## src/rtl/fcmp_pkg.sv

```systemverilog
package fcmp_pkg;
  // outcome bit positions in a 4-bit relation vector
  localparam int unsigned REL_LT = 0;
  localparam int unsigned REL_EQ = 1;
  localparam int unsigned REL_GT = 2;
  localparam int unsigned REL_UN = 3;

  localparam logic [3:0] M_LT = 4'b0001;
  localparam logic [3:0] M_EQ = 4'b0010;
  localparam logic [3:0] M_GT = 4'b0100;
  localparam logic [3:0] M_UN = 4'b1000;

  typedef struct packed {
    logic       bad;
    logic       sig;
    logic [3:0] mask;
  } cond_t;
endpackage

```

## src/rtl/fcmp_cond_dec.sv

```systemverilog
module fcmp_cond_dec
  import fcmp_pkg::*;
(
  input  logic [4:0] code,
  output cond_t      dec
);
  always_comb begin
    dec.sig = code[0];
    dec.bad = 1'b0;
    case (code[4:1])
      4'd0:    dec.mask = 4'b0000;
      4'd1:    dec.mask = M_LT;
      4'd2:    dec.mask = M_EQ;
      4'd3:    dec.mask = M_LT | M_EQ;
      4'd4:    dec.mask = M_UN;
      4'd5:    dec.mask = M_UN | M_LT;
      4'd6:    dec.mask = M_UN | M_EQ;
      4'd7:    dec.mask = M_UN | M_LT | M_EQ;
      4'd8:    dec.mask = M_LT | M_GT;
      4'd10:   dec.mask = M_LT | M_EQ | M_GT;
      4'd12:   dec.mask = M_UN | M_LT | M_GT;
      default: begin
        dec.mask = 4'b0000;
        dec.bad  = 1'b1;
      end
    endcase
  end
endmodule

```

## src/rtl/fcmp_lane.sv

```systemverilog
module fcmp_lane
  import fcmp_pkg::*;
#(
  parameter int unsigned W  = 32,
  parameter int unsigned EW = 8
) (
  input  logic [W-1:0] opa,
  input  logic [W-1:0] opb,
  output logic [3:0]   rel,
  output logic         any_nan,
  output logic         sig_nan
);
  localparam int unsigned FW = W - EW - 1;

  logic [EW-1:0] exp_a, exp_b;
  logic [FW-1:0] frc_a, frc_b;
  logic [W-2:0]  mag_a, mag_b;
  logic          sgn_a, sgn_b, nan_a, nan_b, snan_a, snan_b;
  logic          mag_gt;

  assign sgn_a  = opa[W-1];
  assign sgn_b  = opb[W-1];
  assign mag_a  = opa[W-2:0];
  assign mag_b  = opb[W-2:0];
  assign exp_a  = opa[W-2 -: EW];
  assign exp_b  = opb[W-2 -: EW];
  assign frc_a  = opa[FW-1:0];
  assign frc_b  = opb[FW-1:0];
  assign nan_a  = (&exp_a) && (|frc_a);
  assign nan_b  = (&exp_b) && (|frc_b);
  assign snan_a = nan_a && !frc_a[FW-1];
  assign snan_b = nan_b && !frc_b[FW-1];
  assign mag_gt = mag_a > mag_b;

  assign any_nan = nan_a || nan_b;
  assign sig_nan = snan_a || snan_b;

  always_comb begin
    rel = 4'b0000;
    if (any_nan) begin
      rel[REL_UN] = 1'b1;
    end else if ((mag_a == '0) && (mag_b == '0)) begin
      rel[REL_EQ] = 1'b1;
    end else if (sgn_a != sgn_b) begin
      if (sgn_a) rel[REL_LT] = 1'b1;
      else       rel[REL_GT] = 1'b1;
    end else if (mag_a == mag_b) begin
      rel[REL_EQ] = 1'b1;
    end else if (mag_gt ^ sgn_a) begin
      rel[REL_GT] = 1'b1;
    end else begin
      rel[REL_LT] = 1'b1;
    end
  end
endmodule

```

## src/rtl/vfcmp_unit.sv

```systemverilog
module vfcmp_unit
  import fcmp_pkg::*;
#(
  parameter int unsigned VLEN = 128,
  parameter int unsigned SW   = 32,
  parameter int unsigned SEW  = 8,
  parameter int unsigned DW   = 64,
  parameter int unsigned DEW  = 11
) (
  input  logic            clk,
  input  logic            rst_n,
  input  logic            op_en,
  input  logic            dbl_sel,
  input  logic [4:0]      cond,
  input  logic [VLEN-1:0] src_a,
  input  logic [VLEN-1:0] src_b,
  output logic [VLEN-1:0] res_mask,
  output logic            cond_bad,
  output logic            flag_invalid
);
  localparam int unsigned NS = VLEN / SW;
  localparam int unsigned ND = VLEN / DW;

  cond_t dec;

  fcmp_cond_dec u_dec (
    .code (cond),
    .dec  (dec)
  );

  logic [NS-1:0][3:0] s_rel;
  logic [NS-1:0]      s_nan, s_snan, s_hit, s_inv;
  logic [ND-1:0][3:0] d_rel;
  logic [ND-1:0]      d_nan, d_snan, d_hit, d_inv;
  logic [VLEN-1:0]    s_vec, d_vec;

  for (genvar gi = 0; gi < NS; gi++) begin : g_sgl
    fcmp_lane #(.W(SW), .EW(SEW)) u_lane (
      .opa     (src_a[gi*SW +: SW]),
      .opb     (src_b[gi*SW +: SW]),
      .rel     (s_rel[gi]),
      .any_nan (s_nan[gi]),
      .sig_nan (s_snan[gi])
    );
    assign s_hit[gi]             = |(s_rel[gi] & dec.mask);
    assign s_inv[gi]             = dec.sig ? s_nan[gi] : s_snan[gi];
    assign s_vec[gi*SW +: SW]    = {SW{s_hit[gi]}};

    AST_ONE_OUTCOME_S: assert property (@(posedge clk) disable iff (!rst_n)
      op_en |-> $onehot(s_rel[gi]));
    AST_NAN_UNORDERED_S: assert property (@(posedge clk) disable iff (!rst_n)
      (op_en && s_nan[gi]) |-> s_rel[gi][REL_UN]);
  end

  for (genvar gd = 0; gd < ND; gd++) begin : g_dbl
    fcmp_lane #(.W(DW), .EW(DEW)) u_lane (
      .opa     (src_a[gd*DW +: DW]),
      .opb     (src_b[gd*DW +: DW]),
      .rel     (d_rel[gd]),
      .any_nan (d_nan[gd]),
      .sig_nan (d_snan[gd])
    );
    assign d_hit[gd]             = |(d_rel[gd] & dec.mask);
    assign d_inv[gd]             = dec.sig ? d_nan[gd] : d_snan[gd];
    assign d_vec[gd*DW +: DW]    = {DW{d_hit[gd]}};

    AST_ONE_OUTCOME_D: assert property (@(posedge clk) disable iff (!rst_n)
      (op_en && dbl_sel) |-> $onehot(d_rel[gd]));
    AST_DBL_LANE_FULL: assert property (@(posedge clk) disable iff (!rst_n)
      (op_en && dbl_sel) |=> ((res_mask[gd*DW +: DW] == '0) ||
                              (res_mask[gd*DW +: DW] == '1)));
  end

  logic [VLEN-1:0] res_nxt;
  logic            bad_nxt, inv_nxt;

  always_comb begin
    res_nxt = dbl_sel ? d_vec : s_vec;
    inv_nxt = dbl_sel ? (|d_inv) : (|s_inv);
    bad_nxt = dec.bad;
    if (dec.bad) begin
      res_nxt = '0;
      inv_nxt = 1'b0;
    end
  end

  always_ff @(posedge clk or negedge rst_n) begin
    if (!rst_n) begin
      res_mask     <= '0;
      cond_bad     <= 1'b0;
      flag_invalid <= 1'b0;
    end else if (op_en) begin
      res_mask     <= res_nxt;
      cond_bad     <= bad_nxt;
      flag_invalid <= inv_nxt;
    end
  end

  for (genvar gk = 0; gk < NS; gk++) begin : g_chk
    AST_LANE_FULL: assert property (@(posedge clk) disable iff (!rst_n)
      (res_mask[gk*SW +: SW] == '0) || (res_mask[gk*SW +: SW] == '1));
  end

  AST_BAD_CLEARS: assert property (@(posedge clk) disable iff (!rst_n)
    cond_bad |-> ((res_mask == '0) && !flag_invalid));
  AST_HOLD: assert property (@(posedge clk) disable iff (!rst_n)
    !op_en |=> ($stable(res_mask) && $stable(cond_bad) && $stable(flag_invalid)));
  AST_QUIET_NO_QNAN_FLAG: assert property (@(posedge clk) disable iff (!rst_n)
    (op_en && !cond[0] && !dbl_sel && (s_snan == '0)) |=> !flag_invalid);
endmodule

```

## config.mk

```make
export PLATFORM = sky130hd
export DESIGN_NAME = vfcmp_unit
export DESIGN_NICKNAME = d
export VERILOG_FILES = /design/src/rtl/fcmp_pkg.sv /design/src/rtl/fcmp_cond_dec.sv /design/src/rtl/fcmp_lane.sv /design/src/rtl/vfcmp_unit.sv
export SDC_FILE = /design/constraint.sdc
export NUM_CORES = 1
export LEC_CHECK = 0
export BUFFER_PORTS_ARGS = -buffer_cell sky130_fd_sc_hd__buf_2
export CAP_MARGIN = 40
export CORE_AREA = 2 2 152 154
export CTS_BUF_LIST = sky130_fd_sc_hd__clkbuf_4 sky130_fd_sc_hd__clkbuf_8
export CTS_CLUSTER_DIAMETER = 50
export DETAILED_ROUTE_END_ITERATION = 16
export DIE_AREA = 0 0 154 156
export PLACE_DENSITY_LB_ADDON = 0.15
export SLEW_MARGIN = 20
export SYNTH_ARGS = -nofsm -noshare
export SYNTH_HDL_FRONTEND = slang
export SYNTH_SLANG_ARGS = --single-unit
```

## constraint.sdc

```tcl
create_clock -name clk -period 1.13 [get_ports clk]
set_input_delay 0.1695 -clock clk [delete_from_list [all_inputs] [get_ports clk]]
set_output_delay 0.1695 -clock clk [all_outputs]
set_load 0.05 [all_outputs]
```

# --- Word level (Yosys, flattened, before mapping) ---
# Index checks and enable logic that the tools add are counted.
classes:
  addsub: 0
  mul: 0
  n_div: 0
  magnitude_cmp: 6
  eq_ne: 20
  shift: 0
  muxes: 98
  n_bitwise: 12
  reduce_logical: 100
op_table:
  columns: ["operator", "n"]
  rows:
  - ["128-bit 2-to-1 mux", 2]
  - ["63-bit logical NOT", 4]
  - ["31-bit logical NOT", 8]
  - ["52-bit OR reduction", 4]
  - ["23-bit OR reduction", 8]
  - ["63-bit == test", 2]
  - ["63-bit > comparator", 2]
  - ["31-bit == test", 4]
  - ["31-bit > comparator", 4]
  - ["1-bit 2-to-1 mux", 89]
  - ["8-bit AND reduction", 8]
  - ["11-bit AND reduction", 4]
  - ["4-bit case mux with 10 select lines", 1]
  - ["1-bit logical AND", 30]
  - ["4-bit OR reduction", 7]
  - ["4-bit AND", 6]
  - ["3-bit 2-to-1 mux", 6]
  - ["4-bit by 3-bit == test with 1-bit output (second input constant)", 4]
  - ["4-bit == test (second input constant)", 3]
  - ["1-bit logical NOT", 12]
  - ["1-bit logical OR", 12]
  - ["11-bit OR reduction", 1]
  - ["4-bit by 2-bit == test with 1-bit output (second input constant)", 2]
  - ["1-bit XOR", 6]
  - ["other kinds (4)", 7]
word_totals:
  regBits: 130
  latchBits: 0
  ram_bits: 0
  romBits: 0
  input_bits: 265
  elab_cells: 239
  memories: 0

# --- Longest topological paths before layout ---
# Gate-level depths: netlist (run 1).
depth:
  ltp_word: 11
  ltp_mapped: 11

# --- Modules after synthesis ---
# A second synthesis (run 1) with hierarchy kept.
unflattened:
  hier_cells: 1417
  hier_area_um2: 9760.6
by_module_without_submodules:
  columns: ["module", "instances", "cells_per_inst", "area_per_inst_um2", "seq_area_each_um2"]
  rows:
  - ["fcmp_lane (g_sgl[0].u_lane ...)", 4, 160, 1066.0, 0.0]
  - ["fcmp_lane (g_dbl[0].u_lane ...)", 2, 297, 2035.7, 0.0]
  - ["vfcmp_unit", 1, 174, 1356.3, 150.1]
  - ["fcmp_cond_dec", 1, 9, 68.8, 0.0]

# --- Worst setup path after synthesis (run 1) ---
# No wires, ideal clock.
synth_path:
  path_type: "in2reg"
  from: "input src_b[125]"
  to: "register res_mask[126]"
  t_arrival_ps: 2333
  slack_ps: -1329
  path_stages: 11
  n_path_buf: 0
  cell_sequence: "inv_1 > ha_1 > nand4_1 > nor4_1 > nand3_1 > or2_2 > o21ai_2 > mux2i_1 > a211oi_2 > nor2_1 > a221o_1"
synth_via:
  elab_chain_cells: 11
  word_cells_on_any_way: 48
synth_lines:
  columns: ["element", "line", "source"]
  rows:
  - ["from (decl)", "vfcmp_unit.sv:16", "input logic [VLEN-1:0] src_b,"]
  - ["63-bit > comparator or 31-bit > comparator (tied branches)", "fcmp_lane.sv:33", "assign mag_gt = mag_a > mag_b;"]
  - ["1-bit XOR", "fcmp_lane.sv:49", "end else if (mag_gt ^ sgn_a) begin"]
  - ["1-bit 2-to-1 mux", "fcmp_lane.sv:49", null]
  - ["1-bit 2-to-1 mux", "fcmp_lane.sv:47", "end else if (mag_a == mag_b) begin"]
  - ["1-bit 2-to-1 mux", "fcmp_lane.sv:44", "end else if (sgn_a != sgn_b) begin"]
  - ["1-bit 2-to-1 mux", "fcmp_lane.sv:42", "end else if ((mag_a == '0) && (mag_b == '0)) begin"]
  - ["3-bit 2-to-1 mux", "fcmp_lane.sv:40", "if (any_nan) begin"]
  - ["4-bit AND, on equally long branches", "vfcmp_unit.sv:63, vfcmp_unit.sv:45", null]
  - ["4-bit OR reduction, on equally long branches", "vfcmp_unit.sv:63, vfcmp_unit.sv:45", null]
  - ["128-bit 2-to-1 mux *", "vfcmp_unit.sv:78", "res_nxt = dbl_sel ? d_vec : s_vec;"]
  - ["128-bit 2-to-1 mux *", "vfcmp_unit.sv:81", "if (dec.bad) begin"]
  - ["to (signal assigned)", "vfcmp_unit.sv:93", "res_mask <= res_nxt;"]
  - ["to (decl)", "vfcmp_unit.sv:17", "output logic [VLEN-1:0] res_mask,"]
# Every way passes the cells marked *; elsewhere a longest branch is shown, timed or not.
# A chain may end at the register's enable or synchronous reset.

# --- Worst setup path in the final report (run 1) ---
layout_path:
  from: "input src_b[84]"
  to: "register res_mask[126]"
layout_via:
  elab_chain_cells: 11
  word_cells_on_any_way: 25
layout_lines:
  columns: ["element", "line", "source"]
  rows:
  - ["63-bit > comparator", "fcmp_lane.sv:33", null]
  - ["1-bit XOR", "fcmp_lane.sv:49", null]
  - ["1-bit 2-to-1 mux", "fcmp_lane.sv:49", null]
  - ["1-bit 2-to-1 mux", "fcmp_lane.sv:47", null]
  - ["1-bit 2-to-1 mux", "fcmp_lane.sv:44", null]
  - ["1-bit 2-to-1 mux", "fcmp_lane.sv:42", null]
  - ["3-bit 2-to-1 mux", "fcmp_lane.sv:40", null]
  - ["4-bit AND *", "vfcmp_unit.sv:63", "assign d_hit[gd] = |(d_rel[gd] & dec.mask);"]
  - ["4-bit OR reduction *", "vfcmp_unit.sv:63", null]
  - ["128-bit 2-to-1 mux *", "vfcmp_unit.sv:78", null]
  - ["128-bit 2-to-1 mux *", "vfcmp_unit.sv:81", null]
# Marks and branches as above.

==> impl_metrics.yaml, run 1 <==
timing:
  tightest_slew_ps: 448
  hold_viol_final: 0
  rsz0062_at_grt: "true"
  tns_ps: -20670
  final.period_utilization: 2.15
  relSlewSlack: 0.700
  max_freq_ghz: 0.411
  skew_ps: 0
  fin_crit_ps: 2430
  slew_viol_final: 0
  setup_viol: 133
  setup_ws_ps: -1300
pwr:
  p_sw_frac: 0.528
  p_leak_uw: 0.00592
  power_per_cell_area_nw_per_um2: 676
  internal_power_uw: 3690
  finalPower_uw: 7820
  switchingPower_uw: 4130
  pwr-share-clk: 0.040
  vdd_drop_max_mv: 0.441
  pwr-share-comb: 0.922
  pwr-share-seq: 0.038
final_layout:
  drive_gt1_frac: 0.546
  syn_to_final_growth_pct: 97.5
  multi_input_area_sq_um: 4900
  final_cells: 1659
  fillers: 2190
  fin_nets: 1765
  final_core_util: 0.517
  regArea_sq_um: 165
clock_tree:
  numCtsBuffers: 3
  clock_sinks: 6
  cts.reportedPaths.clkPinSlew_ps: 30
  clkLatencyLatePin_ps: 220
  cts_buffer_depth: 2
  clock-root-buffer: "clkbuf_8"
  cts_tree: "yes"
  h-tree-depth: 1
critical_path:
  worst_path_largest_cell_delay_ps: 550
  crit_path_end_kind: "register"
  required_ps: 1230
  start_kind: "input pin"
  critPathKind: "in2reg"
  worstPathArrival_ps: 2530
  slowest_stage: "or4_4"
  r2r_slack_ps: -60
  path_cells: "buf_6 > nor4_4 > nand4_1 > or4_4 > or3_4 > o21ai_2 > mux2i_1 > a211oi_2 > nor2_1 > a221o_1"
  crit_fanout: 2
routing:
  drt_iter0_drc: 195
  ant_nets: 0
  drtPass1Iterations: 5
  vias_per_cell: 4.76
  drt_wl_total_microns: 25800
  drc: 0
  routed-via-count: 7894
  routedWlPerCell_microns: 15.6
synthesis:
  synth.distinct_cells: 58
  synth-simple-area-share: 0.273
  synth_top_family_by_area: "adder cells"
  synthTopCellsByCount: "inv_1 (140), ha_1 (128), buf_4 (124)"
  synth_top_cell_area_share: 0.274
  synthAdderAreaFrac: 0.274
  yosys-top-cells-area: "ha_1 (27%), buf_4 (16%), inv_1 (9.0%)"
  async_reset_ff_frac: 1.00
  synthMuxAreaShare: 0.00855
  synth-edff-count: 0
  netlist_instances: 843
  synth_area_per_cell_sq_um: 6.94
  syn_nets: 1236
  ys_seq_area_frac: 0.0256
  synth_compound_area_frac: 0.166
  ys_warn_count: 0
  synth_seq_cells: 6
  mappedNetlistArea_sq_um: 5850
  yosysMostFrequentCell: "inv_1"
  yosysTopAreaCell: "ha_1"
  synth-main-ff-cell: "dfrtp_1"
  yosys.area_share.xor_xnor: 0.00449
place:
  gp_congestion: 0.875
  placed_cells: 1628
  portBuffers: 394
  pre_cts_slack_ps: -1660
  place_hpwl_microns: 21600
job:
  cap_violations: 0
global_route:
  grt_overflow: 0
  grt_pass1_vias: 7921
  antenna_found_initial: 5
  grt_pass1_wl_microns: 39400
  gr-usage-all-layers: 0.201
  grt_max_degree: 18
floorplanning:
  rows: 55
  core-area_sq_um: 22400
  die_width_microns: 154
  fp.dieArea_sq_um: 24000
  die_y_microns: 156
  start_util: 0.262
  io_pins: 395
outcome:
  violations: "negative setup slack"
  outcome: "finished with violations"
worst_hold_path:
  hold_path.class: "in2reg"
-- power groups by stage --
stage          Combinational, uW  Sequential [uW]  Clock [uW]
2_1_floorplan               3810              457           0
5_1_grt                     7650              301         339
3_3_place_gp                5230              382           0
3_5_place_dp                5230              389           0
4_1_cts                     6710              297         317
6_report                    7210              297         309
-- worst paths after layout --
kind / startpoint / to / depth (start not counted)
worst max-delay path: src_b[84] / res_mask[126] / 10
worst min-delay path: op_en / cond_bad / 3
worst max register to register: res_mask[31] / res_mask[31] / 3
worst min register to register: cond_bad / cond_bad / 1
max in group asynchronous: rst_n / res_mask[31] / 2
min in group asynchronous: rst_n / res_mask[95] / 2
-- routing by layer --
| layer | up-vias | routed length, microns | track usage |
|---|---|---|---|
| met3 | 34 | 1440 | 0.0347 |
| met1 | 3563 | 10600 | 0.242 |
| li1 | 4022 | - | - |
| met2 | 273 | 13300 | 0.375 |
| met5 | - | 18 | 0 |
| met4 | 2 | 438 | 0.0423 |
-- cells by family (layout without fill, tap and decap cells) --
logic type,Yosys count,after routing
multiplexers,5,5
flip-flops,6,6
AND/OR/NAND/NOR,281,281
AO/OA/AOI/OAI,156,156
adder cells (fa/ha/maj),128,128
buffers and inverters,264,791
XOR/XNOR,3,3
other,0,4
-- registers in the layout, summed over array words and instances (netlist names) --
name and flops:
res_mask 4, flag_invalid 1, cond_bad 1
-- final cells by class --
cell class,count,share of cell area
timing repair buffer,648,0.478
inverter,140,0.0487
antenna,4,0.000866
clock buffer,3,0.00357
sequential,6,0.0143
tap,285,0.0308
multi-input combinational,573,0.424
-- per-stage QoR --
stage	hold slack, ps	area (sq um)
after floorplan	-126	6110
after detailed placement	2.66	9240
after global routing	316	11600
final	319	11600
after CTS	322	10900
after global placement	8.25	9240
-- critical path, delay by kind of cell --
| kind | cells | cell delay, ps |
|---|---|---|
| buffers and inverters | 1 | 100 |
| AOI/OAI and AO/OA | 3 | 670 |
| muxes | 1 | 90 |
| and+or+nand+nor | 5 | 1480 |
-- cells in the final DEF (no fill, tap or decap), types with 20 or more instances in the layout --
cell type / n
a21oi_1: 61
buf_12: 55
buf_2: 228
buf_4: 241
buf_6: 108
ha_1: 109
inv_1: 124
nand2_1: 51
nand4_1: 60
nor2_1: 34
nor4_1: 33
o21ai_0: 20
-- repair_timing --
| item | 4_1_cts | 5_1_grt |
|---|---|---|
| hold endpoints to repair | 6 | 0 |
| hold buffers | 1 | 0 |
| endpoints found under the setup margin | 133 | 134 |
| gates cloned | 3 | 1 |
| pin swaps | 34 | 31 |
| gates resized for setup | 376 | 152 |
| buffers inserted | 13 | 11 |
(Power assumes the default switching activity.)
==> run 2: changes to the inputs <==
- CORE_AREA: 2 2 152 154 -> 2 2 154 156
- DIE_AREA: 0 0 154 156 -> 0 0 156 158
- clock period: 1.13 -> 2.3 ns (I/O delays scaled with it)
==> run 2 against run 1 <==
The run still ends with negative setup slack left. Combinational power fell by 64%. Critical path depth rose by 1. Sequential cell count did not move. Global-route usage fell by 2.1 points. Wire length fell by 9.1%. Clock-buffer cell count did not move. Sequential power fell by 49%. Clock power fell by 49%. Largest cell class is now multi-input combinational cells. Largest power group unchanged.
==> impl_metrics.yaml, run 2 (synthesis gave the netlist of run 1 again) <==
pwr:
  p_sw_frac: 0.623
  pwr-share-comb: 0.896
  power_per_cell_area_nw_per_um2: 310
  internal_power_uw: 1110
  p_leak_uw: 0.00529
  pwr-share-seq: 0.051
  switchingPower_uw: 1830
  vdd_drop_max_mv: 0.304
  finalPower_uw: 2940
  pwr-share-clk: 0.053
final_layout:
  fillers: 2463
  final_core_util: 0.411
  drive_gt1_frac: 0.517
  final_cells: 1616
  fin_nets: 1718
  regMostFlops: "res_mask"
  reg_top3: "res_mask x4, cond_bad x1, flag_invalid x1"
  largest_reg_flops: 4
  final_cell_mix: "buf_2 (377), buf_4 (205), inv_1 (128)"
  syn_to_final_growth_pct: 61.9
  layout_commonest_cell: "buf_2"
critical_path:
  cp_top_family: "simple AND/OR/NAND/NOR gates"
  slowest_stage: "or4_4"
  r2r_slack_ps: 1070
  crit_fanout: 2
  worstPathArrival_ps: 2770
  critPathKind: "in2reg"
  start_kind: "input pin"
  crit_path_end_kind: "register"
  required_ps: 2400
  path_cells: "buf_6 > buf_6 > nor4_4 > nand4_1 > or4_4 > or3_4 > o21ai_2 > mux2i_1 > a211oi_2 > nor2_1 > a221o_1"
  worst_path_largest_cell_delay_ps: 570
  path_buf_inv: 2
  crit_top_cell: "buf_6"
routing:
  ant_nets: 0
  routedWlPerCell_microns: 14.5
  drc: 0
  vias_per_cell: 4.71
  drt_wl_total_microns: 23500
  drt_iter0_drc: 184
  drtPass1Iterations: 4
  routed-via-count: 7611
clock_tree:
  numCtsBuffers: 3
  cts_buffer_depth: 2
  clock-root-buffer: "clkbuf_8"
  h-tree-depth: 1
  cts.reportedPaths.clkPinSlew_ps: 40
  clkLatencyLatePin_ps: 220
  cts_tree: "yes"
  clock_sinks: 6
place:
  placed_cells: 1605
  gp_congestion: 0.865
  portBuffers: 394
  place_hpwl_microns: 21700
floorplanning:
  rows: 56
  fp.dieArea_sq_um: 24600
  io_pins: 395
  start_util: 0.254
  core-area_sq_um: 23100
  die_y_microns: 158
  die_width_microns: 156
timing:
  setup_viol: 5
  holdWs_ps: 361
  slew_viol_final: 0
  setup_ws_ps: -370
  fin_crit_ps: 2670
  max_freq_ghz: 0.375
  relSlewSlack: 0.484
  final.period_utilization: 1.16
  hold_viol_final: 0
  tightest_slew_ps: 774
  rsz0062_at_grt: "true"
  skew_ps: 0
outcome:
  outcome: "finished with violations"
  violations: "negative setup slack"
global_route:
  grt_max_degree: 34
  grt_pass1_wl_microns: 36000
  grt_pass1_vias: 7423
  gr-usage-all-layers: 0.180
  antenna_found_initial: 6
  grt_overflow: 0
worst_hold_path:
  hold_path.class: "in2reg"
job:
  cap_violations: 0
==> run 2: routing by layer <==
metal,GRT usage,part of all wire
met2,0.349,0.50
met3,0.0296,0.063
met5,0,0.0020
met4,0.0275,0.014
met1,0.212,0.42
==> run 2: timing repair <==
| item | 4_1_cts | 5_1_grt |
|---|---|---|
| endpoints found under the hold margin | 6 | 0 |
| gates resized for setup | 52 | 29 |
| buffers inserted | 3 | 1 |
| hold buffers | 1 | 0 |
| pin swaps | 21 | 10 |
| setup endpoints to repair | 5 | 5 |
==> run 2: power by group through the flow <==
stage / logic (uW) / registers, uW / clock network (uW)
6_report: 2630 / 150 / 157
5_1_grt: 2860 / 159 / 168
4_1_cts: 2630 / 151 / 159
3_5_place_dp: 2580 / 152 / 0
3_3_place_gp: 2580 / 150 / 0
2_1_floorplan: 1880 / 218 / 0
==> run 2: through the flow <==
stage	TNS (ps)	cell area, sq um	setup slack, ps
5_1_grt	-1830	9480	-464
6_report	-1310	9480	-370
4_1_cts	-1310	9320	-378
3_3_place_gp	-2760	9020	-610
2_1_floorplan	-658	6100	-181
3_5_place_dp	-2790	9020	-631
==> run 2: final cells by class <==
type	count	area, sq um	area share
Tap cell	290	363	0.0383
Timing Repair Buffer	601	3650	0.385
Clock buffer	3	41.3	0.00436
Sequential cell	6	150	0.0158
Antenna cell	3	7.51	0.000792
Multi-Input combinational cell	573	4710	0.497
Inverter	140	561	0.0591
==> run 2: path summary, 6_finish.rpt <==
| path | endpoint | depth (start not counted) | startpoint |
|---|---|---|---|
| setup / recovery | res_mask[126] | 11 | src_b[82] |
| hold / removal | cond_bad | 2 | op_en |
| setup reg to reg | res_mask[126] | 1 | res_mask[126] |
| hold reg to reg | cond_bad | 1 | cond_bad |
| max in group asynchronous | res_mask[63] | 2 | rst_n |
| min in group asynchronous | res_mask[126] | 2 | rst_n |
